**config.mk**
```make
export PLATFORM = sky130hd
export DESIGN_NAME = cluster_carry_unit
export DESIGN_NICKNAME = d
export VERILOG_FILES = /design/src/rtl/cluster_pkg.sv /design/src/rtl/cluster_cell.sv /design/src/rtl/carry_chain.sv /design/src/rtl/cluster_carry_unit.sv
export SDC_FILE = /design/constraint.sdc
export NUM_CORES = 1
export LEC_CHECK = 0
export ABC_CLOCK_PERIOD_IN_PS = 10350
export BUFFER_PORTS_ARGS = -buffer_cell sky130_fd_sc_hd__buf_4
export CORE_AREA = 4 4 133 135
export DETAILED_ROUTE_END_ITERATION = 8
export DIE_AREA = 0 0 137 139
export PLACE_DENSITY = 0.54
export REMOVE_ABC_BUFFERS = 1
export SETUP_SLACK_MARGIN = 0.5
export SLEW_MARGIN = 15
export SYNTH_ARGS = -nofsm -noshare
export SYNTH_HDL_FRONTEND = slang
export SYNTH_SLANG_ARGS = --single-unit
```
**constraint.sdc**
```tcl
create_clock -name vclk -period 10.35
set_clock_uncertainty 0.15 [all_clocks]
set_input_delay 1.5525 -clock vclk [all_inputs]
set_output_delay 1.5525 -clock vclk [all_outputs]
set_load 0.05 [all_outputs]
```
**src/rtl/cluster_pkg.sv**
```systemverilog
`timescale 1ns/1ps
package cluster_pkg;
    localparam int CFG_W   = 20;
    localparam int LUT_W   = 16;
    localparam int IDX_W   = 4;

    typedef enum logic [1:0] {
        PSEL_ZERO = 2'b00,
        PSEL_Y    = 2'b01,
        PSEL_ONE  = 2'b10,
        PSEL_ONE2 = 2'b11
    } psel_t;

    typedef enum logic [1:0] {
        GSEL_ONE   = 2'b00,
        GSEL_NF0   = 2'b01,
        GSEL_ZERO  = 2'b10,
        GSEL_NF1   = 2'b11
    } gsel_t;

    typedef struct packed {
        psel_t             psel;
        gsel_t             gsel;
        logic [LUT_W-1:0]  lut;
    } cell_cfg_t;
endpackage

```
**src/rtl/cluster_cell.sv**
```systemverilog
`timescale 1ns/1ps
module cluster_cell
    import cluster_pkg::*;
(
    input  logic      a,
    input  logic      b,
    input  logic      c,
    input  logic      d,
    input  cell_cfg_t cfg,
    input  logic      cin,
    output logic      y,
    output logic      s,
    output logic      p,
    output logic      ub
);
    logic [IDX_W-1:0] idx;
    logic [IDX_W-1:0] idx_f0;
    logic [IDX_W-1:0] idx_f1;
    logic             f0;
    logic             f1;

    always_comb begin
        idx    = {a, d, c, b};
        idx_f0 = {1'b0, d, c, b};
        idx_f1 = {1'b1, d, c, b};
        y      = cfg.lut[idx];
        f0     = cfg.lut[idx_f0];
        f1     = cfg.lut[idx_f1];
    end

    always_comb begin
        unique case (cfg.psel)
            PSEL_ZERO: p = 1'b0;
            PSEL_Y:    p = y;
            PSEL_ONE,
            PSEL_ONE2: p = 1'b1;
            default:   p = 1'b0;
        endcase
    end

    always_comb begin
        unique case (cfg.gsel)
            GSEL_ONE:  ub = 1'b1;
            GSEL_NF0:  ub = ~f0;
            GSEL_ZERO: ub = 1'b0;
            GSEL_NF1:  ub = ~f1;
            default:   ub = 1'b1;
        endcase
    end

    assign s = y ^ cin;
endmodule

```
**src/rtl/carry_chain.sv**
```systemverilog
`timescale 1ns/1ps
module carry_chain #(
    parameter int NCELL = 12
) (
    input  logic             ci,
    input  logic [NCELL-1:0] prop,
    input  logic [NCELL-1:0] ubar,
    output logic [NCELL-1:0] cc,
    output logic             co
);
    genvar n;
    generate
        for (n = 0; n < NCELL; n++) begin : g_stage
            logic below;
            if (n == 0) begin : g_first
                assign below = ci;
            end else begin : g_rest
                assign below = cc[n-1];
            end
            assign cc[n] = (~prop[n] & ~ubar[n]) | (prop[n] & below);
        end
    endgenerate

    assign co = cc[NCELL-1];
endmodule

```
**src/rtl/cluster_carry_unit.sv**
```systemverilog
`timescale 1ns/1ps
module cluster_carry_unit
    import cluster_pkg::*;
#(
    parameter int NCELL = 12
) (
    input  logic [NCELL-1:0]       op_a,
    input  logic [NCELL-1:0]       op_b,
    input  logic [NCELL-1:0]       op_c,
    input  logic [NCELL-1:0]       op_d,
    input  logic [NCELL*CFG_W-1:0] cfg_flat,
    input  logic                   carry_in,
    output logic [NCELL-1:0]       y_out,
    output logic [NCELL-1:0]       sum_out,
    output logic [NCELL-1:0]       prop_out,
    output logic [NCELL-1:0]       ubar_out,
    output logic [NCELL-1:0]       carry_tap,
    output logic                   carry_out
);
    logic [NCELL-1:0] cell_cin;

    genvar n;
    generate
        for (n = 0; n < NCELL; n++) begin : g_cell
            if (n == 0) begin : g_c0
                assign cell_cin[n] = carry_in;
            end else begin : g_cn
                assign cell_cin[n] = carry_tap[n-1];
            end
            cluster_cell u_cell (
                .a   (op_a[n]),
                .b   (op_b[n]),
                .c   (op_c[n]),
                .d   (op_d[n]),
                .cfg (cell_cfg_t'(cfg_flat[n*CFG_W +: CFG_W])),
                .cin (cell_cin[n]),
                .y   (y_out[n]),
                .s   (sum_out[n]),
                .p   (prop_out[n]),
                .ub  (ubar_out[n])
            );
        end
    endgenerate

    carry_chain #(.NCELL(NCELL)) u_chain (
        .ci   (carry_in),
        .prop (prop_out),
        .ubar (ubar_out),
        .cc   (carry_tap),
        .co   (carry_out)
    );
endmodule

```
==> results.toml, run 1 <==
[power_and_ir_drop]
switchingPower_mw = 0.264
power_density_mw_per_mm2 = 83.8
combPwrFrac = 1.000
p_leak_nw = 2.66
power_frac_clock = 0
p_seq_frac = 0
p_int_mw = 0.193
swShare = 0.577
vdd.ir_drop.worst_v = 0.0000476

[detailed_routing]
drt_iter0_drc = 77
dr.pass1.iters = 4
wl_per_cell_um = 19.4
drt_wl_total_mm = 15.9
detail-route-antenna-nets = 0
vias = 3681
drcViolationCount = 0
viasPerCell = 4.51

[placed_design]
hpwl_mm = 14.9
io_buffers = 350
place.gp.congestion = 0.873

[setup_path]
worstPathArrival_ns = 4.57
cp.required_ns = 8.65
critical_path_class = "primary input to output port"
start_kind = "primary input"
critPathCaptureType = "output port"
cp_max_fo = 4

[sta]
max_slew_margin = 0.410
fmax_mhz = 159
setup_viol = 0
hold_viol_final = 0
finalSetupTns_ns = 0
rsz0062_at_grt = "false"
finalCritPeriodShare = 0.606
tightest_slew_ns = 0.882
period_needed_ns = 6.27
slew_violations = 0

[yosys]
synth_top_area_share = 0.321
yosysMostFrequentCell = "buf_4"
synth_top_cell_by_area = "mux4_2"
netlist_area_mm2 = 0.00302
synthTopCellsByCount = "60 x buf_4, 43 x mux4_2, 25 x inv_1, 23 x a21oi_1, 21 x nand2_1"
ys_seq_area_frac = 0
synth_cell_types = 54
post_synth.cell_area_avg_um2 = 9.71
yosys-top-cells-area = "mux4_2 32%, buf_4 15%, mux4_1 7.0%"
syn_inst = 311
yosysWarningCount = 0

[min_path]
min-delay-start = "op_d[5]"
min_path_cells = 3
hold_end = "y_out[5]"
hold_class = "primary input to output port"

[finish]
final_util = 0.331
clock_buffers = 0
antenna_cells = 0
drive_above_1_share = 0.725
seq_area_um2 = 0
nFillCells = 1729
design.seq.count = 0
nNetsFinal = 887
area_growth_pct = 80.5

[global_routing]
grt_pass1_vias = 4119
antenna_found_initial = 0
track_usage = 0.150
grt_pass1_wl_mm = 22.4
grt_max_degree = 7
grt_remaining_overflow = 0

[flow_run]
drv_cap = 0

[clock_network]
cts_resized = 0
postCtsHoldBufs = 0
post_cts_buffers = 0

[floorplanning]
coreArea_mm2 = 0.0165
dieArea_mm2 = 0.0190
std_cell_rows = 47
die_h_um = 139
io_pins = 350
start_util = 0.183
die_width_um = 137

[outcome]
status = "finished, final reports clean"
power groups by stage:
stage / Clock [mW] / Combinational, mW / Sequential (mW)
2_1_floorplan: 0 / 0.265 / 0
3_3_place_gp: 0 / 0.459 / 0
3_5_place_dp: 0 / 0.462 / 0
4_1_cts: 0 / 0.463 / 0
5_1_grt: 0 / 0.483 / 0
6_report: 0 / 0.457 / 0
metal layers:
layer / global-route usage / vias up / part of all wire / wire, um
met1: 0.146 / 1699 / 0.32 / 5060
met3: 0.0330 / 10 / 0.10 / 1640
met2: 0.318 / 240 / 0.56 / 8950
li1: - / 1732 / - / -
met4: 0.0173 / 0 / 0.013 / 214
met5: 0 / - / 0 / 0
final cells by class:
type | instances | area, um^2 | share of cell area
Multi-Input combinational cell | 220 | 2450 | 0.450
Tap cell | 220 | 275 | 0.0505
Inverter | 26 | 97.6 | 0.0179
Timing Repair Buffer | 350 | 2630 | 0.482
cell families after synthesis:
| group | synth area share |
|---|---|
| xor+xnor | 0.0290 |
| mux | 0.525 |
| simple gates | 0.101 |
| compound gates | 0.157 |
| buf+inv | 0.188 |
worst max-delay path, stage by stage:
cell       delay [ns]
buf_4            0.12
mux4_1           0.55
mux2_2           0.30
o2bb2ai_1        0.14
or4b_4           0.52
mux2i_1          0.19
a41oi_2          0.11
inv_2            0.15
a211o_2          0.19
a211oi_2         0.10
o31ai_1          0.37
buf_4            0.27
per-stage QoR:
step	area [um^2]	setup WS [ns]	power, mW	instances	hold WS [ns]
3_3_place_gp	5450	4.05	0.459	816	3.33
2_1_floorplan	2550	2.04	0.265	246	3.22
6_report	5450	4.08	0.457	816	3.33
4_1_cts	5450	4.01	0.463	816	3.33
5_1_grt	5450	3.79	0.483	816	3.36
3_5_place_dp	5450	4.04	0.462	816	3.33
worst max path at each step:
stage	from	to	slack (ns)	cells after the start
after floorplan	op_c[3]	carry_out	2.04	10
after global placement	op_c[3]	sum_out[10]	4.05	12
after detailed placement	op_c[2]	carry_out	4.04	12
after CTS	op_c[2]	carry_out	4.01	12
after global routing	op_c[2]	carry_out	3.79	12
final	op_c[2]	carry_out	4.08	12
cell usage in the layout (no fill, tap or decap), types with 2 or more instances in the layout:
| cell | count |
|---|---|
| buf_4 | 350 |
| a31oi_1 | 2 |
| o21bai_1 | 2 |
| nor3b_1 | 2 |
| nand3b_1 | 2 |
| a31o_2 | 7 |
| nand3_1 | 5 |
| or2_2 | 2 |
| nor2_1 | 9 |
| mux2_2 | 17 |
| xor2_1 | 5 |
| o31ai_1 | 2 |
| mux4_2 | 43 |
| and2_1 | 3 |
| nand2_1 | 21 |
| xnor2_1 | 5 |
| nand2b_1 | 3 |
| mux2i_1 | 20 |
| nor2b_1 | 3 |
| inv_1 | 25 |
| mux4_1 | 8 |
| o21ai_0 | 8 |
| a21oi_1 | 23 |
Note: power is estimated with default switching activity, not from simulation.
==> run 2: changes to the inputs <==
--- a/config.mk
+++ b/config.mk
@@ -5,12 +5,12 @@
 export SDC_FILE = /design/constraint.sdc
 export NUM_CORES = 1
 export LEC_CHECK = 0
-export ABC_CLOCK_PERIOD_IN_PS = 10350
+export ABC_CLOCK_PERIOD_IN_PS = 6000
 export BUFFER_PORTS_ARGS = -buffer_cell sky130_fd_sc_hd__buf_4
-export CORE_AREA = 4 4 133 135
+export CORE_AREA = 4 4 132 134
 export DETAILED_ROUTE_END_ITERATION = 8
-export DIE_AREA = 0 0 137 139
-export PLACE_DENSITY = 0.54
+export DIE_AREA = 0 0 136 138
+export PLACE_DENSITY = 0.55
 export REMOVE_ABC_BUFFERS = 1
 export SETUP_SLACK_MARGIN = 0.5
 export SLEW_MARGIN = 15
==> constraint.sdc (replaced) <==
create_clock -name vclk -period 6
set_clock_uncertainty 0.15 [all_clocks]
set_input_delay 0.9 -clock vclk [all_inputs]
set_output_delay 0.9 -clock vclk [all_outputs]
set_load 0.05 [all_outputs]
==> run 2 against run 1 <==
Effect of this change: die area decreased by 1.4%; count of clock-buffer cells in the layout unchanged; cell count increased by 0.12%; hold slack got worse by 1.3 ns; sequential share of layout area unchanged; critical endpoint unchanged; final area about the same; first-iteration DRC count increased by 12%; critical path type unchanged; total power increased by 73%; non-clock buffer count unchanged.
==> results.toml, run 2 (synthesized netlist as in run 1, its figures left out) <==
[setup_path]
critPathCaptureType = "output port"
crit_top_cell = "buf_4"
cpPeakStageDelay_ns = 0.55
worstPathArrival_ns = 3.98
crit_chain = "buf_4 > mux4_1 > mux2_2 > o2bb2ai_1 > or4b_4 > mux2i_1 > a41oi_2 > inv_2 > a211o_2 > a211oi_2 > o31ai_1 > buf_4"
cp.required_ns = 4.95
slowest_stage = "mux4_1"
cp_max_fo = 4
start_kind = "primary input"
critical_path_class = "primary input to output port"

[global_routing]
grt_pass1_wl_mm = 23.3
antenna_found_initial = 1
track_usage = 0.156
grt_remaining_overflow = 0
grt_pass1_vias = 4137
grt_max_degree = 7

[detailed_routing]
dr.pass1.iters = 4
detail-route-antenna-nets = 0
met2WireLength_mm = 8.78
top_layer = "met4"
wl_per_cell_um = 19.6
route.met3.wl_mm = 1.61
wl_met1_mm = 5.27
viasPerCell = 4.56
drt_wl_total_mm = 16.0
drcViolationCount = 0
vias = 3724
drt_iter0_drc = 86

[floorplanning]
dieArea_mm2 = 0.0188
start_util = 0.185
die_h_um = 138
coreArea_mm2 = 0.0163
std_cell_rows = 47
io_pins = 350
die_width_um = 136

[power_and_ir_drop]
p_leak_nw = 2.66
power_density_mw_per_mm2 = 145
vdd.ir_drop.worst_v = 0.0000639

[sta]
period_needed_ns = 5.03
setup_slack_ns = 0.972
finalCritPeriodShare = 0.838
max_slew_margin = 0.417
slew_violations = 0
rsz0062_at_grt = "false"
tightest_slew_ns = 0.870
setup_viol = 0
hold_viol_final = 0
fmax_mhz = 199

[finish]
final_area_mm2 = 0.00545
design.seq.count = 0
drive_above_1_share = 0.725
nFillCells = 1715
mostFrequentLayoutCell = "buf_4"
seq_area_um2 = 0
clock_buffers = 0
area_growth_pct = 80.6
multi_input_area_mm2 = 0.00245
nNetsFinal = 887
most-common-layout-cells = "350 x buf_4, 43 x mux4_2, 25 x inv_1"

[placed_design]
placed_cell_area_mm2 = 0.00545
hpwl_mm = 15.1
place.gp.congestion = 0.867
place_ws_ns = 0.959
io_buffers = 350

[clock_network]
post_cts_buffers = 0
postCtsHoldBufs = 0
cts_resized = 0

[flow_run]
drv_cap = 0

[outcome]
status = "finished, final reports clean"

[min_path]
hold_class = "primary input to output port"
run 2: cell count changes in the layout (fill, tap and decap cells not counted):
cell	previous run	this run
diode_2	0	1
run 2: final timing paths:
check / cells past startpoint / to / from / slack [ns]
worst min-delay path: 3 / y_out[5] / op_d[5] / 2.02
worst max-delay path: 12 / carry_out / op_c[2] / 0.97
run 2: routing by layer:
| metal | vias up | global-route usage |
|---|---|---|
| met5 | - | 0 |
| met2 | 233 | 0.313 |
| li1 | 1736 | - |
| met4 | 0 | 0.0318 |
| met3 | 23 | 0.0331 |
| met1 | 1732 | 0.162 |
run 2: layout make-up:
cell class,count,share of cell area
diodes,1,0.000459
multi-input cells,220,0.449
well taps,220,0.0505
repair buffers,350,0.482
inverters,26,0.0179
run 2: power breakdown:
part           internal (mW)  switching (mW)     total, mW
logic                  0.333           0.457         0.791
registers                  0               0             0
clock network   0.0000000224               0  0.0000000224
run 2: through the flow:
stage                util  cells  power [mW]  hold WS, ns  setup TNS, ns
floorplan               -    246       0.457         1.92          -2.33
global placement    0.335    816       0.793         2.02              0
detailed placement  0.335    816       0.799         2.02              0
CTS                 0.335    816       0.801         2.02              0
global route        0.335    817       0.834         2.04              0
finish              0.335    817       0.791         2.02              0
run 2: critical path, delay by kind of cell:
family | cells | cell delay, ns
and+or+nand+nor | 1 | 0.52
AOI/OAI and AO/OA | 5 | 0.94
buffers and inverters | 3 | 0.57
muxes | 3 | 1.03
